**config.mk**
```make
export PLATFORM = sky130hd
export DESIGN_NAME = tri_phase_seq
export DESIGN_NICKNAME = d
export VERILOG_FILES = /design/src/rtl/tps_pkg.sv /design/src/rtl/tps_regs.sv /design/src/rtl/tps_shift.sv /design/src/rtl/tps_guard.sv /design/src/rtl/tri_phase_seq.sv
export SDC_FILE = /design/constraint.sdc
export NUM_CORES = 1
export LEC_CHECK = 0
export CAP_MARGIN = 20
export CORE_MARGIN = 10
export CORE_UTILIZATION = 41
export CTS_BUF_LIST = sky130_fd_sc_hd__clkbuf_16
export CTS_CLUSTER_DIAMETER = 100
export CTS_CLUSTER_SIZE = 24
export DETAILED_ROUTE_END_ITERATION = 7
export GPL_TIMING_DRIVEN = 0
export PLACE_DENSITY_LB_ADDON = 0.12
export SLEW_MARGIN = 15
export SYNTH_ARGS = -nofsm -noshare
export SYNTH_HDL_FRONTEND = slang
export SYNTH_HIERARCHICAL = 1
export SYNTH_SLANG_ARGS = --single-unit
```
**constraint.sdc**
```tcl
create_clock -name clk -period 0.85 [get_ports clk]
set_input_delay 0.1275 -clock clk [delete_from_list [all_inputs] [get_ports clk]]
set_output_delay 0.1275 -clock clk [all_outputs]
set_load 0.1 [all_outputs]
```
**src/rtl/tps_pkg.sv**
```systemverilog
package tps_pkg;
   typedef enum logic [1:0] {
      SEL_BUF0 = 2'd0,
      SEL_BUF1 = 2'd1,
      SEL_MODE = 2'd2,
      SEL_NONE = 2'd3
   } reg_sel_e;

   localparam int MODE_RELOAD_BIT = 0;
   localparam int MODE_CUT_BIT    = 1;
   localparam int MODE_W          = 2;
endpackage

```
**src/rtl/tps_regs.sv**
```systemverilog
module tps_regs
   import tps_pkg::*;
#(
   parameter int NPH = 3,
   parameter int DW  = 8,
   localparam int PW = 2 * NPH
) (
   input  logic          clk,
   input  logic          rst_n,
   input  logic          wr_en,
   input  logic [1:0]    wr_sel,
   input  logic [DW-1:0] wr_data,
   input  logic          unlock,
   input  logic [1:0]    rd_sel,
   input  logic [PW-1:0] applied,
   output logic [PW-1:0] buf0_q,
   output logic [PW-1:0] buf1_q,
   output logic [MODE_W-1:0] mode_q,
   output logic [DW-1:0] rd_data
);
   logic unused_wr_bits;
   assign unused_wr_bits = ^wr_data;

   always_ff @(posedge clk) begin
      if (!rst_n) begin
         buf0_q <= '0;
         buf1_q <= '0;
         mode_q <= '0;
      end else if (wr_en) begin
         case (reg_sel_e'(wr_sel))
            SEL_BUF0: buf0_q <= wr_data[PW-1:0];
            SEL_BUF1: buf1_q <= wr_data[PW-1:0];
            SEL_MODE: if (unlock) mode_q <= wr_data[MODE_W-1:0];
            default:  ;
         endcase
      end
   end

   always_comb begin
      rd_data = '0;
      case (reg_sel_e'(rd_sel))
         SEL_BUF0, SEL_BUF1: rd_data[PW-1:0]     = applied;
         SEL_MODE:           rd_data[MODE_W-1:0] = mode_q;
         default:            rd_data             = '0;
      endcase
   end
endmodule

```
**src/rtl/tps_shift.sv**
```systemverilog
module tps_shift #(
   parameter int NPH = 3,
   localparam int PW = 2 * NPH
) (
   input  logic           clk,
   input  logic           rst_n,
   input  logic           trig,
   input  logic [NPH-1:0] pulse_in,
   input  logic [PW-1:0]  buf0,
   input  logic [PW-1:0]  buf1,
   output logic [PW-1:0]  applied
);
   logic [NPH-1:0] pulse_d;
   logic [NPH-1:0] fall;
   logic [PW-1:0]  stage1_q;

   assign fall = pulse_d & ~pulse_in;

   always_ff @(posedge clk) begin
      if (!rst_n) begin
         pulse_d  <= '0;
         stage1_q <= '1;
      end else begin
         pulse_d <= pulse_in;
         if (trig) stage1_q <= buf1;
      end
   end

   for (genvar p = 0; p < NPH; p++) begin : g_phase
      logic [1:0] pair_q;
      always_ff @(posedge clk) begin
         if (!rst_n)
            pair_q <= 2'b11;
         else if (trig)
            pair_q <= {buf0[p+NPH], buf0[p]};
         else if (fall[p])
            pair_q <= {stage1_q[p+NPH], stage1_q[p]};
      end
      assign applied[p]     = pair_q[0];
      assign applied[p+NPH] = pair_q[1];
   end
endmodule

```
**src/rtl/tps_guard.sv**
```systemverilog
module tps_guard #(
   parameter int NPH         = 3,
   parameter bit FAST_CUTOFF = 1'b0,
   localparam int PW = 2 * NPH
) (
   input  logic          clk,
   input  logic          rst_n,
   input  logic          cut_en,
   input  logic          rel_sel,
   input  logic          nmi_n,
   input  logic          tmr_under,
   input  logic          tmr_a_evt,
   output logic [PW-1:0] phase_oe,
   output logic          cut_q,
   output logic          reload_pulse
);
   logic odd_q;

   always_ff @(posedge clk) begin
      if (!rst_n) begin
         cut_q        <= 1'b0;
         odd_q        <= 1'b0;
         reload_pulse <= 1'b0;
      end else begin
         if (cut_en && !nmi_n)
            cut_q <= 1'b1;
         else if (nmi_n && !cut_en)
            cut_q <= 1'b0;
         reload_pulse <= rel_sel ? (tmr_a_evt && !odd_q) : tmr_under;
         if (!rel_sel)
            odd_q <= 1'b0;
         else if (tmr_a_evt)
            odd_q <= ~odd_q;
      end
   end

   if (FAST_CUTOFF) begin : g_fast
      assign phase_oe = {PW{~(cut_q | (cut_en & ~nmi_n))}};
   end else begin : g_reg
      assign phase_oe = {PW{~cut_q}};
   end
endmodule

```
**src/rtl/tri_phase_seq.sv**
```systemverilog
module tri_phase_seq
   import tps_pkg::*;
#(
   parameter int NUM_PHASES  = 3,
   parameter int DATA_W      = 8,
   parameter bit FAST_CUTOFF = 1'b0,
   localparam int PW = 2 * NUM_PHASES
) (
   input  logic                  clk,
   input  logic                  rst_n,
   input  logic                  wr_en,
   input  logic [1:0]            wr_sel,
   input  logic [DATA_W-1:0]     wr_data,
   input  logic                  unlock,
   input  logic [1:0]            rd_sel,
   output logic [DATA_W-1:0]     rd_data,
   input  logic                  xfer_trig,
   input  logic [NUM_PHASES-1:0] pulse_in,
   input  logic                  nmi_n,
   input  logic                  tmr_under,
   input  logic                  tmr_a_evt,
   output logic [PW-1:0]         phase_out,
   output logic [PW-1:0]         phase_oe,
   output logic                  reload_pulse
);
   if (NUM_PHASES < 1) begin : g_bad_phases
      $error("tri_phase_seq: NUM_PHASES must be at least 1");
   end
   if (DATA_W < PW || DATA_W < MODE_W) begin : g_bad_width
      $error("tri_phase_seq: DATA_W too narrow for pattern or mode");
   end

   logic [PW-1:0]     buf0_q;
   logic [PW-1:0]     buf1_q;
   logic [MODE_W-1:0] mode_q;
   logic              cut_q;

   tps_regs #(.NPH(NUM_PHASES), .DW(DATA_W)) u_regs (
      .clk     (clk),
      .rst_n   (rst_n),
      .wr_en   (wr_en),
      .wr_sel  (wr_sel),
      .wr_data (wr_data),
      .unlock  (unlock),
      .rd_sel  (rd_sel),
      .applied (phase_out),
      .buf0_q  (buf0_q),
      .buf1_q  (buf1_q),
      .mode_q  (mode_q),
      .rd_data (rd_data)
   );

   tps_shift #(.NPH(NUM_PHASES)) u_shift (
      .clk      (clk),
      .rst_n    (rst_n),
      .trig     (xfer_trig),
      .pulse_in (pulse_in),
      .buf0     (buf0_q),
      .buf1     (buf1_q),
      .applied  (phase_out)
   );

   tps_guard #(.NPH(NUM_PHASES), .FAST_CUTOFF(FAST_CUTOFF)) u_guard (
      .clk          (clk),
      .rst_n        (rst_n),
      .cut_en       (mode_q[MODE_CUT_BIT]),
      .rel_sel      (mode_q[MODE_RELOAD_BIT]),
      .nmi_n        (nmi_n),
      .tmr_under    (tmr_under),
      .tmr_a_evt    (tmr_a_evt),
      .phase_oe     (phase_oe),
      .cut_q        (cut_q),
      .reload_pulse (reload_pulse)
   );
endmodule

```
==> results.md <==
* Initial Utilization at 0.4252
* Number of global-route vias before repair at 1,269
* Post-synthesis cell area at 1419 sq um
* Final cell count without fillers at 245
* Ports at 44
* Detailed Route WL at 3806 microns
* Synth Area in XOR/XNOR at 0.006173
* Via Count at 1,213
* Clk sink count at 32
* Drt pass-1 iters at 4
* CP endpoint kind: primary output
* Lkg Pwr at 1.065 nW
* Req. time, crit path at 720 ps
* Initial antenna violation count at 0
* Final worst slack at -432.8 ps
* DRC at 0
* Max-cap viol count at 0
* Clk root buf: clkbuf_16
* Critical path, cell by cell: clkinvlp_4 -> buf_6 -> buf_12
* Final #Nets at 222
* First-pass GRT wire length at 5789 microns
* TritonCTS buffer count at 5
* PnR Total Power at 4.364 mW
* Power density over the cells at 1812 nW/um^2
* Hold Fails Final Rpt at 0
* Hold Crit Start: xfer_trig
* VDD IR max at 1.173 mV
* Row Count at 21
* Crit-path leading delay family: buffers and inverters
* Hold buffer count at cts at 0
* Main combinational cell family by area after synthesis: simple AND/OR/NAND/NOR gates
* Top area cells in the synthesized netlist: dfxtp_1, mux2i_1, nand2_1
* Adder-cell share of the synthesized area at 0.008818
* Initial DRC count at 59
* Fin area at 2409 sq um
* Antenna diodes at 0
* GR Overflow Total at 0
* Final Cycle Share at 1.509
* Gate Count Post-Synth at 144
* Reg-to-Reg End: u_guard/cut_q
* Final Wtd Congestion at 0.7674
* Slew Viols, Final at 0
* Buf/Inv on CP at 3
* Placed instance area at 1998 sq um
* Synth Area in Simple Gates at 0.2584
* Crit path DAT at 1160 ps
* Vias/cell at 4.951
* Max frequency at 779.5 MHz
* Crit path largest cell delay at 350 ps
* Commonest cells after routing, fill and taps aside: nand2_1, dfxtp_1, mux2i_1, buf_12, clkdlybuf4s50_1
* Largest net degree at the start of global routing at 13
* Die W at 78.83 microns
* Setup slack, reg-to-reg at -220 ps
* Share of cells above drive strength 1 at 0.3668
* Status: complete, but fails checks
* Later-pin clock latency in the skew report at 270 ps
* CTS Buffer Depth at 2
* Crit-path max FO at 6
* Hold endpoint: u_shift/g_phase[2].pair_q[0]
* Synthesis-stage register bit count at 32
* Placed cells at 230
* Fillers at 250
* Register area share after synthesis at 0.4515
* Crit start category: flip-flop
* Crit path kind: reg2out
* Fin Setup TNS at -5189 ps
* Chip height at 78.83 microns
* Reg-to-Reg Start: u_regs/mode_q[1]
* Drt wl/cell at 15.53 microns
* IO Port Bufs at 39
* Setup Skew at 1.998 ps
* Commonest non-fill, non-tap cell in the layout: nand2_1
* Post-synthesis mux area share at 0.1481
* Finish-stage setup viols at 20
* Detailed placement HPWL at 2716 microns
* Synth Area in Compound Gates at 0.04586
* Cell variety after synth at 23
* Total Routing Usage GR at 0.1179
* Hold Path Stages at 3
* Unrepaired setup endpoints after global routing: true
* Antenna Nets Post-Route at 0
* Syn avg cell area at 9.853 sq um
* Cell taking the most area after synthesis: dfxtp_1
* TritonCTS clock tree: yes
* Crit-path slowest cell: dfxtp_2
* R2R depth at 4
* Fin Hold WS at 280.5 ps
* Share of the synthesized area in the top cell type at 0.4515
* P&R area growth vs syn at 69.75%
* Core box area at 3337 sq um
* Reg clk slew, reported paths at 50 ps
* Min Tclk post-route at 1283 ps
* Htree depth at 2
* Warnings from Yosys at 6
* Failing checks: setup timing
* Hold Path Class: in2reg
* Die Footprint at 6213 sq um
## cell type report
class	count	area (sq um)	share of cell area
multi-input combinational	97	758.2	0.3148
sequential	32	673.1	0.2795
timing repair buffer	46	633.1	0.2629
buffer	12	128.9	0.05351
clock buffer	5	125.1	0.05195
tap	46	57.56	0.02390
inverter	4	21.27	0.008831
clock inverter	3	11.26	0.004675
## flip-flops by register name (all words and copies together) (netlist names)
name and cells:
u_regs/mode_q 2, u_shift/g_phase.pair_q 6, u_guard/cut_q 1, u_guard/reload_pulse 1
u_regs/buf1_q 6, u_regs/buf0_q 6, u_shift/pulse_d 3, u_shift/stage1_q 6
u_guard/odd_q 1
## worst min-delay path: stages
cell,delay (ps)
clkbuf_2,140
nand4bb_1,130
o2111ai_1,110
## cell usage after synthesis
library cell and number:
and2_1 3, and3_1 1, buf_12 1, buf_2 1, buf_4 7, buf_6 1
clkbuf_1 2, conb_1 1, dfxtp_1 32, ha_1 1, inv_1 4, mux2i_1 21
nand2_1 35, nand2b_1 6, nand3b_1 1, nand3b_2 1, nand4b_1 2, nand4bb_1 6
nor2b_1 8, nor3b_4 1, o2111ai_1 6, o22ai_1 2, xor2_1 1
## power by group
group          total (mW)  internal, mW  switching [mW]
clock                1.61          1.05           0.559
sequential           1.65          1.58          0.0687
combinational        1.11         0.461           0.646
## layer usage
metal  up-vias  track usage  part of all wire
met5         -            0                 0
met4         0      0.06093             0.018
met3         6      0.05856             0.072
met2        41       0.2031              0.49
met1       570       0.1145              0.42
li1        596            -                 -
## through the flow
step	utilization	setup WS, ps
CTS	0.7034	-407.3
global route	0.7218	-466.8
detailed placement	0.5988	-1822
global placement	0.5988	-1783
finish	0.7218	-432.8
floorplan	-	-490.4
## worst max path at each step
stage	start	endpoint	depth (start not counted)
final	u_guard/cut_q	phase_oe[4]	3
after CTS	u_guard/cut_q	phase_oe[1]	3
after global routing	u_guard/cut_q	phase_oe[4]	3
after detailed placement	rd_sel[1]	rd_data[0]	4
after global placement	rd_sel[1]	rd_data[1]	4
after floorplan	u_guard/cut_q	phase_oe[2]	2
## what timing repair did
action | 4_1_cts | 5_1_grt
pin swaps | 2 | 3
gates cloned | 0 | 0
buffers inserted | 3 | 4
resized for setup | 185 | 16
setup endpoints to repair | 47 | 35
## cell families after synthesis
kind of cell,count (synthesis)
adders and majority gates,1
muxes,21
DFF,32
xor gates and xnor gates,1
and+or+nand+nor,64
buffers and inverters,16
other,1
AOI/OAI and AO/OA,8
Power figures use the tool's default switching activity.
